**config.mk**
```make
export PLATFORM = sky130hd
export DESIGN_NAME = burst_addr_gen
export DESIGN_NICKNAME = d
export VERILOG_FILES = /design/src/rtl/burst_pkg.sv /design/src/rtl/burst_ctl.sv /design/src/rtl/burst_dp.sv /design/src/rtl/burst_addr_gen.sv
export SDC_FILE = /design/constraint.sdc
export NUM_CORES = 1
export LEC_CHECK = 0
export ABC_CLOCK_PERIOD_IN_PS = 1700
export BUFFER_PORTS_ARGS = -buffer_cell sky130_fd_sc_hd__buf_2
export CAP_MARGIN = 20
export CORE_MARGIN = 2
export CORE_UTILIZATION = 50
export CTS_CLUSTER_SIZE = 40
export DETAILED_ROUTE_END_ITERATION = 8
export GPL_ROUTABILITY_DRIVEN = 0
export PLACE_DENSITY_LB_ADDON = 0.12
export SETUP_SLACK_MARGIN = 0.4
export SLEW_MARGIN = 20
export SYNTH_ARGS = -nofsm -noshare
export SYNTH_HDL_FRONTEND = slang
export SYNTH_SLANG_ARGS = --single-unit
```
**constraint.sdc**
```tcl
create_clock -name clk -period 1.7 [get_ports clk]
set_input_delay 0.34 -clock clk [delete_from_list [all_inputs] [get_ports clk]]
set_output_delay 0.34 -clock clk [all_outputs]
set_load 0.1 [all_outputs]
```
**src/rtl/burst_pkg.sv**
```systemverilog
package burst_pkg;
  localparam int BEATS = 4;
  localparam int CNT_W = $clog2(BEATS);

  typedef struct packed {
    logic load;
    logic step;
  } ctlStrobes_t;
endpackage

```
**src/rtl/burst_ctl.sv**
```systemverilog
module burst_ctl
  import burst_pkg::*;
(
  input  logic        clk,
  input  logic        rstN,
  input  logic        strobeProc,
  input  logic        strobeCtrl,
  input  logic        advance,
  output ctlStrobes_t ctl
);
  logic anyStrobe;

  always_comb begin
    anyStrobe = strobeProc | strobeCtrl;
    ctl.load  = anyStrobe;
    ctl.step  = advance & ~anyStrobe;
  end

  // a load and a step never reach the datapath together
  a_r8_exclusive: assert property (@(posedge clk) disable iff (!rstN)
    $onehot0({ctl.load, ctl.step}));

  // advance with a strobe turns into a load only
  a_r8_strobe_wins: assert property (@(posedge clk) disable iff (!rstN)
    (advance && (strobeProc || strobeCtrl)) |-> (ctl.load && !ctl.step));
endmodule

```
**src/rtl/burst_dp.sv**
```systemverilog
module burst_dp
  import burst_pkg::*;
#(
  parameter int ADDR_W = 19
) (
  input  logic              clk,
  input  logic              rstN,
  input  ctlStrobes_t       ctl,
  input  logic [ADDR_W-1:0] addrIn,
  input  logic              orderLinear,
  output logic [ADDR_W-1:0] addrOut
);
  localparam int HI_W = ADDR_W - CNT_W;

  logic [ADDR_W-1:0] baseReg;
  logic [CNT_W-1:0]  cntReg;
  logic [CNT_W-1:0]  lowLinear;
  logic [CNT_W-1:0]  lowInterleave;
  logic [CNT_W-1:0]  lowSel;

  always_ff @(posedge clk or negedge rstN) begin
    if (!rstN) begin
      baseReg <= '0;
      cntReg  <= '0;
    end else if (ctl.load) begin
      baseReg <= addrIn;
      cntReg  <= '0;
    end else if (ctl.step) begin
      cntReg  <= cntReg + 1'b1;
    end
  end

  always_comb begin
    lowLinear     = baseReg[CNT_W-1:0] + cntReg;
    lowInterleave = baseReg[CNT_W-1:0] ^ cntReg;
    lowSel        = orderLinear ? lowLinear : lowInterleave;
    addrOut       = {baseReg[ADDR_W-1:CNT_W], lowSel};
  end

  // a load puts the sampled address on the output at the next edge
  a_r2_load: assert property (@(posedge clk) disable iff (!rstN)
    ctl.load |=> (addrOut == $past(addrIn)));

  // a step moves the beat index by one
  a_r3_step: assert property (@(posedge clk) disable iff (!rstN)
    ctl.step |=> (cntReg == CNT_W'($past(cntReg) + 1'b1)));

  // the upper bits do not move while stepping
  a_r6_upper_fixed: assert property (@(posedge clk) disable iff (!rstN)
    ctl.step |=> $stable(addrOut[ADDR_W-1:CNT_W]));

  // an idle cycle keeps all state
  a_r7_hold: assert property (@(posedge clk) disable iff (!rstN)
    (!ctl.load && !ctl.step) |=> ($stable(baseReg) && $stable(cntReg)));

  initial begin
    a_r6_width_ok: assert (HI_W > 0);
  end
endmodule

```
**src/rtl/burst_addr_gen.sv**
```systemverilog
module burst_addr_gen
  import burst_pkg::*;
#(
  parameter int ADDR_W = 19
) (
  input  logic              clk,
  input  logic              rstN,
  input  logic [ADDR_W-1:0] addrIn,
  input  logic              strobeProc,
  input  logic              strobeCtrl,
  input  logic              advance,
  input  logic              orderLinear,
  output logic [ADDR_W-1:0] addrOut
);
  ctlStrobes_t ctl;

  burst_ctl uCtl (
    .clk        (clk),
    .rstN       (rstN),
    .strobeProc (strobeProc),
    .strobeCtrl (strobeCtrl),
    .advance    (advance),
    .ctl        (ctl)
  );

  burst_dp #(.ADDR_W(ADDR_W)) uDp (
    .clk         (clk),
    .rstN        (rstN),
    .ctl         (ctl),
    .addrIn      (addrIn),
    .orderLinear (orderLinear),
    .addrOut     (addrOut)
  );

  // the output is cleared while reset is held
  a_r1_reset_zero: assert property (@(posedge clk)
    !rstN |-> (addrOut == '0));
endmodule

```
# [Word level (Yosys, flattened, before mapping)]
# Cells that the tools add are included.
[totals] regBits=21 inputBits=25
[op_classes] addsub=2 mux=3 bitwise=4 n_reduce_logical=1
[ops] cell="$mux 2" n=3
[ops] cell="$add 2x1->2 const B" n=1
[ops] cell="$add 2x2->2" n=1
[ops] cell="$reduce_bool 2->1" n=1
[ops] cell="$xor 2x2->2" n=1
[ops] cell="$and 1x1->1" n=1
[ops] cell="$not 1->1" n=1
[ops] cell="$or 1x1->1" n=1

# [Longest topological paths before layout]
[logic_depth] word_depth=5 ltp_mapped=3 depth_no_buf=3

# [Hierarchy]
# A second synthesis with hierarchy kept.
[hier_totals] cells_unflattened=71 area_unflattened_um2=1047.3
[by_module_without_submodules] mod="burst_dp" n_inst=1 cells_each=68 area_each_um2=1026.0 seq_area_each_um2=525.5
[by_module_without_submodules] mod="burst_ctl" n_inst=1 cells_each=3 area_each_um2=21.3 seq_area_each_um2=0.0

# [Worst setup path after synthesis]
# Ideal clock, no wire load.
[synth_timing] path_type="flip-flop to output port" startpoint="register uDp.cntReg[0]" endpoint="output addrOut[1]" arrival_time_ns=2.138 required_ns=1.360 slack_ns=-0.778 stages_incl_launch_ff=4 path_buffers=0 path_cell_list="dfrtp_1 ha_1 nand2_1 xnor2_1"
[synth_between] elab_chain_cells=2
[synth_rtl] element="from (decl)" line_no="burst_dp.sv:16" rtl="logic [CNT_W-1:0] cntReg;"
[synth_rtl] element="from (signal assigned)" line_no="burst_dp.sv:29" rtl="cntReg <= cntReg + 1'b1;"
[synth_rtl] element="$add 2x2->2" line_no="burst_dp.sv:34" rtl="lowLinear = baseReg[CNT_W-1:0] + cntReg;"
[synth_rtl] element="$mux 2" line_no="burst_dp.sv:36" rtl="lowSel = orderLinear ? lowLinear : lowInterleave;"
[synth_rtl] element="to (decl)" line_no="burst_addr_gen.sv:13" rtl="output logic [ADDR_W-1:0] addrOut"
# No other way between the ends.

# [Final worst setup path]
[layout_timing] startpoint="register uDp.cntReg[1]" endpoint="output addrOut[1]"
[layout_between] elab_chain_cells=2 elab_cells_between_ends=3 classes_between="1 x add/sub; 1 x mux; 1 x bitwise"
[layout_rtl] element="$add 2x2->2 or $xor 2x2->2 (tied branches)" line_no="burst_dp.sv:34, burst_dp.sv:35"
[layout_rtl] element="$mux 2 (*)" line_no="burst_dp.sv:36"
# Mark *: on every way between the ends. The rest lies on a longest branch, timed or not.

==> flow_summary.toml <==
[critical_path]
timing.rr.start = "uDp.cntReg[0]"
r2r_cells = 3
crit_fanout = 2
r2r_end = "uDp.cntReg[1]"
critPathLaunchType = "flip-flop"
cp.required_ns = 1.36
crit_start = "uDp.cntReg[1]"
end_kind = "output port"
rrSetupSlack_ns = 0.73
endpoint = "addrOut[1]"
cp.arrival_ns = 1.36
criticalPathCategory = "reg -> out"

[die]
die_area_um2 = 2450
initial_utilization_pct = 52.7
core_area_um2 = 1960
fp-row-count = 16
ios = 44
die_y_um = 49.5
fp.dieW_um = 49.5

[drt]
drtPass1Iterations = 3
drt_wl_total_mm = 1.64
drt-wirelength-per-cell_um = 12.9
via_per_inst = 4.58
drtIter0Drc = 3
remaining_drc_errors = 0
ant_nets = 0
num_vias = 582

[power]
max-vdd-ir-drop_mv = 0.616
sequentialPowerShare_pct = 41.7
intPower_uw = 830
pwr-share-comb_pct = 41.9
p_clk_share_pct = 16.5
power.density_nw_per_um2 = 979
p_switching_uw = 548
p_leak_nw = 0.725
p_sw_share_pct = 39.8

[clock_tree]
htree_num_levels = 1
clockRootBuffer = "clkbuf_4"
cts_sinks = 21
ctsLongestPathBuffers = 2
cts_buffers = 3
clk_pin_slew_ns = 0.12
cts_tree = "done"
clock_latency_ns = 0.29

[logic_synthesis]
syn_inst = 69
synth_top_cell_by_area = "dfrtp_1"
synth_edf_count = 0
synth_commonest_cells = "dfrtp_1, mux2_4, buf_4"
ys_top_cells_by_area = "dfrtp_1, mux2_4, buf_4, buf_6, xnor2_1"
ys_seq_elements = 21
yosysUniqueCellTypes = 14
synth_top_area_share_pct = 50.8
synth_warnings = 0
yosysSeqAreaShare_pct = 50.8
ys.flop_type = "dfrtp_1"
netlist_area_um2 = 1030
syn-num-nets = 95
synth_most_common_cell = "dfrtp_1"
avgSynthCellArea_um2 = 15.0
async_flop_share_pct = 100

[timing]
tightest_slew_ns = 0.454
min_period_ns = 1.70
maxSlewViolCount = 0
rsz0062_at_grt = "yes"
final_hold_viol_count = 0
finalSetupViolCount = 0
fmax_mhz = 590
relSlewSlack_pct = 69.7
period_share_pct = 99.7
finalSetupTns_ns = 0
skew_ns = 0.000295

[flow_run]
maxCapViolations = 0

[grt]
overflow = 0
grt_max_degree = 22
grt_pass1_wl_mm = 2.78
antenna_found_initial = 0
grt_pass1_vias = 622
grt.total_usage_pct = 15.1

[min_path]
whs_path_depth = 2
worstHoldStart = "addrIn[8]"
hp-class = "in -> reg"

[run_status]
outcome = "finished, final reports clean"

[placement]
place_hpwl_mm = 1.10
port_buffers = 43
place_inst = 120

[final_layout]
final_nets = 127
layout-drive-gt1-share_pct = 74.0
layoutNonFillerInstCount = 127
antenna_cells = 0
area_growth_pct = 36.0
per-stage QoR:
| stage | hold slack (ns) | instance area [µm²] | power (mW) | util, % | setup WS [ns] |
|---|---|---|---|---|---|
| floorplan | 0.0444 | 1070 | 1.03 | - | 0.150 |
| global placement | 0.315 | 1200 | 1.08 | 61.3 | 0.310 |
| detailed placement | 0.319 | 1200 | 1.08 | 61.3 | 0.285 |
| CTS | 0.257 | 1350 | 1.37 | 68.8 | 0.0274 |
| global route | 0.247 | 1410 | 1.44 | 71.7 | -0.0602 |
| finish | 0.266 | 1410 | 1.38 | 71.7 | 0.00452 |
per-layer routing:
layer	vias up	share of wire (%)	global-route usage (%)
met3	2	6.0	3.03
met1	286	43	18.9
met4	0	0.85	5.56
met5	-	0	0
li1	273	-	-
met2	21	50	25.7
power by group through the flow:
stage	registers, mW	clock network (mW)	logic [mW]
after detailed placement	0.571	0	0.512
after global placement	0.570	0	0.508
final	0.574	0.227	0.577
after global routing	0.580	0.260	0.595
after floorplan	0.567	0	0.465
after CTS	0.570	0.241	0.557
worst min path at each step:
stage,endpoint
after CTS,uDp.baseReg[8]
final,uDp.baseReg[8]
after global routing,uDp.baseReg[3]
after global placement,uDp.baseReg[6]
after floorplan,uDp.baseReg[0]
after detailed placement,uDp.baseReg[6]
critical path, stage by stage (launching register included):
cell and delay, ns:
dfrtp_1 0.43, xor2_2 0.28, xnor2_4 0.16, buf_12 0.19
cell usage in the layout, fill, tap and decap left out:
cell,n
ha_4,1
clkinv_2,1
xor2_2,1
buf_6,12
dfrtp_1,21
clkbuf_4,3
buf_12,6
xnor2_1,1
xnor2_4,1
or2_4,1
buf_4,2
mux2_4,18
dlygate4sd3_1,1
nor2_1,1
buf_2,24
nand3b_1,1
nand2_4,1
a21bo_2,1
a21oi_1,1
mux2_2,1
buf_8,1
registers in the layout, summed over array words and instances, names as in the netlist:
register,flops
uDp.cntReg,2
uDp.baseReg,19
final cells by class:
cell class                      count  area, µm²
Timing Repair Buffer               46        415
Fill cell                         154        554
Clock inverter                      1       5.00
Sequential cell                    21        526
Clock buffer                        3       22.5
Multi-Input combinational cell     29        405
Tap cell                           27       33.8
cell families after synthesis:
kind of cell	share of synthesized area, %
AO/OA/AOI/OAI	1.45
XOR/XNOR	2.54
adder cells (fa/ha/maj)	1.21
buffers and inverters	14.5
flip-flops	50.8
multiplexers	27.2
AND/OR/NAND/NOR	2.30
what timing repair did:
| item | in CTS | in global routing |
|---|---|---|
| pin swaps | 0 | 2 |
| cloned | 0 | 0 |
| hold buffers | 1 | 0 |
| setup buffers | 1 | 1 |
| endpoints found under the hold margin | 21 | 0 |
| endpoints found under the setup margin | 19 | 10 |
| resized for setup | 32 | 12 |
(Power assumes the default switching activity.)
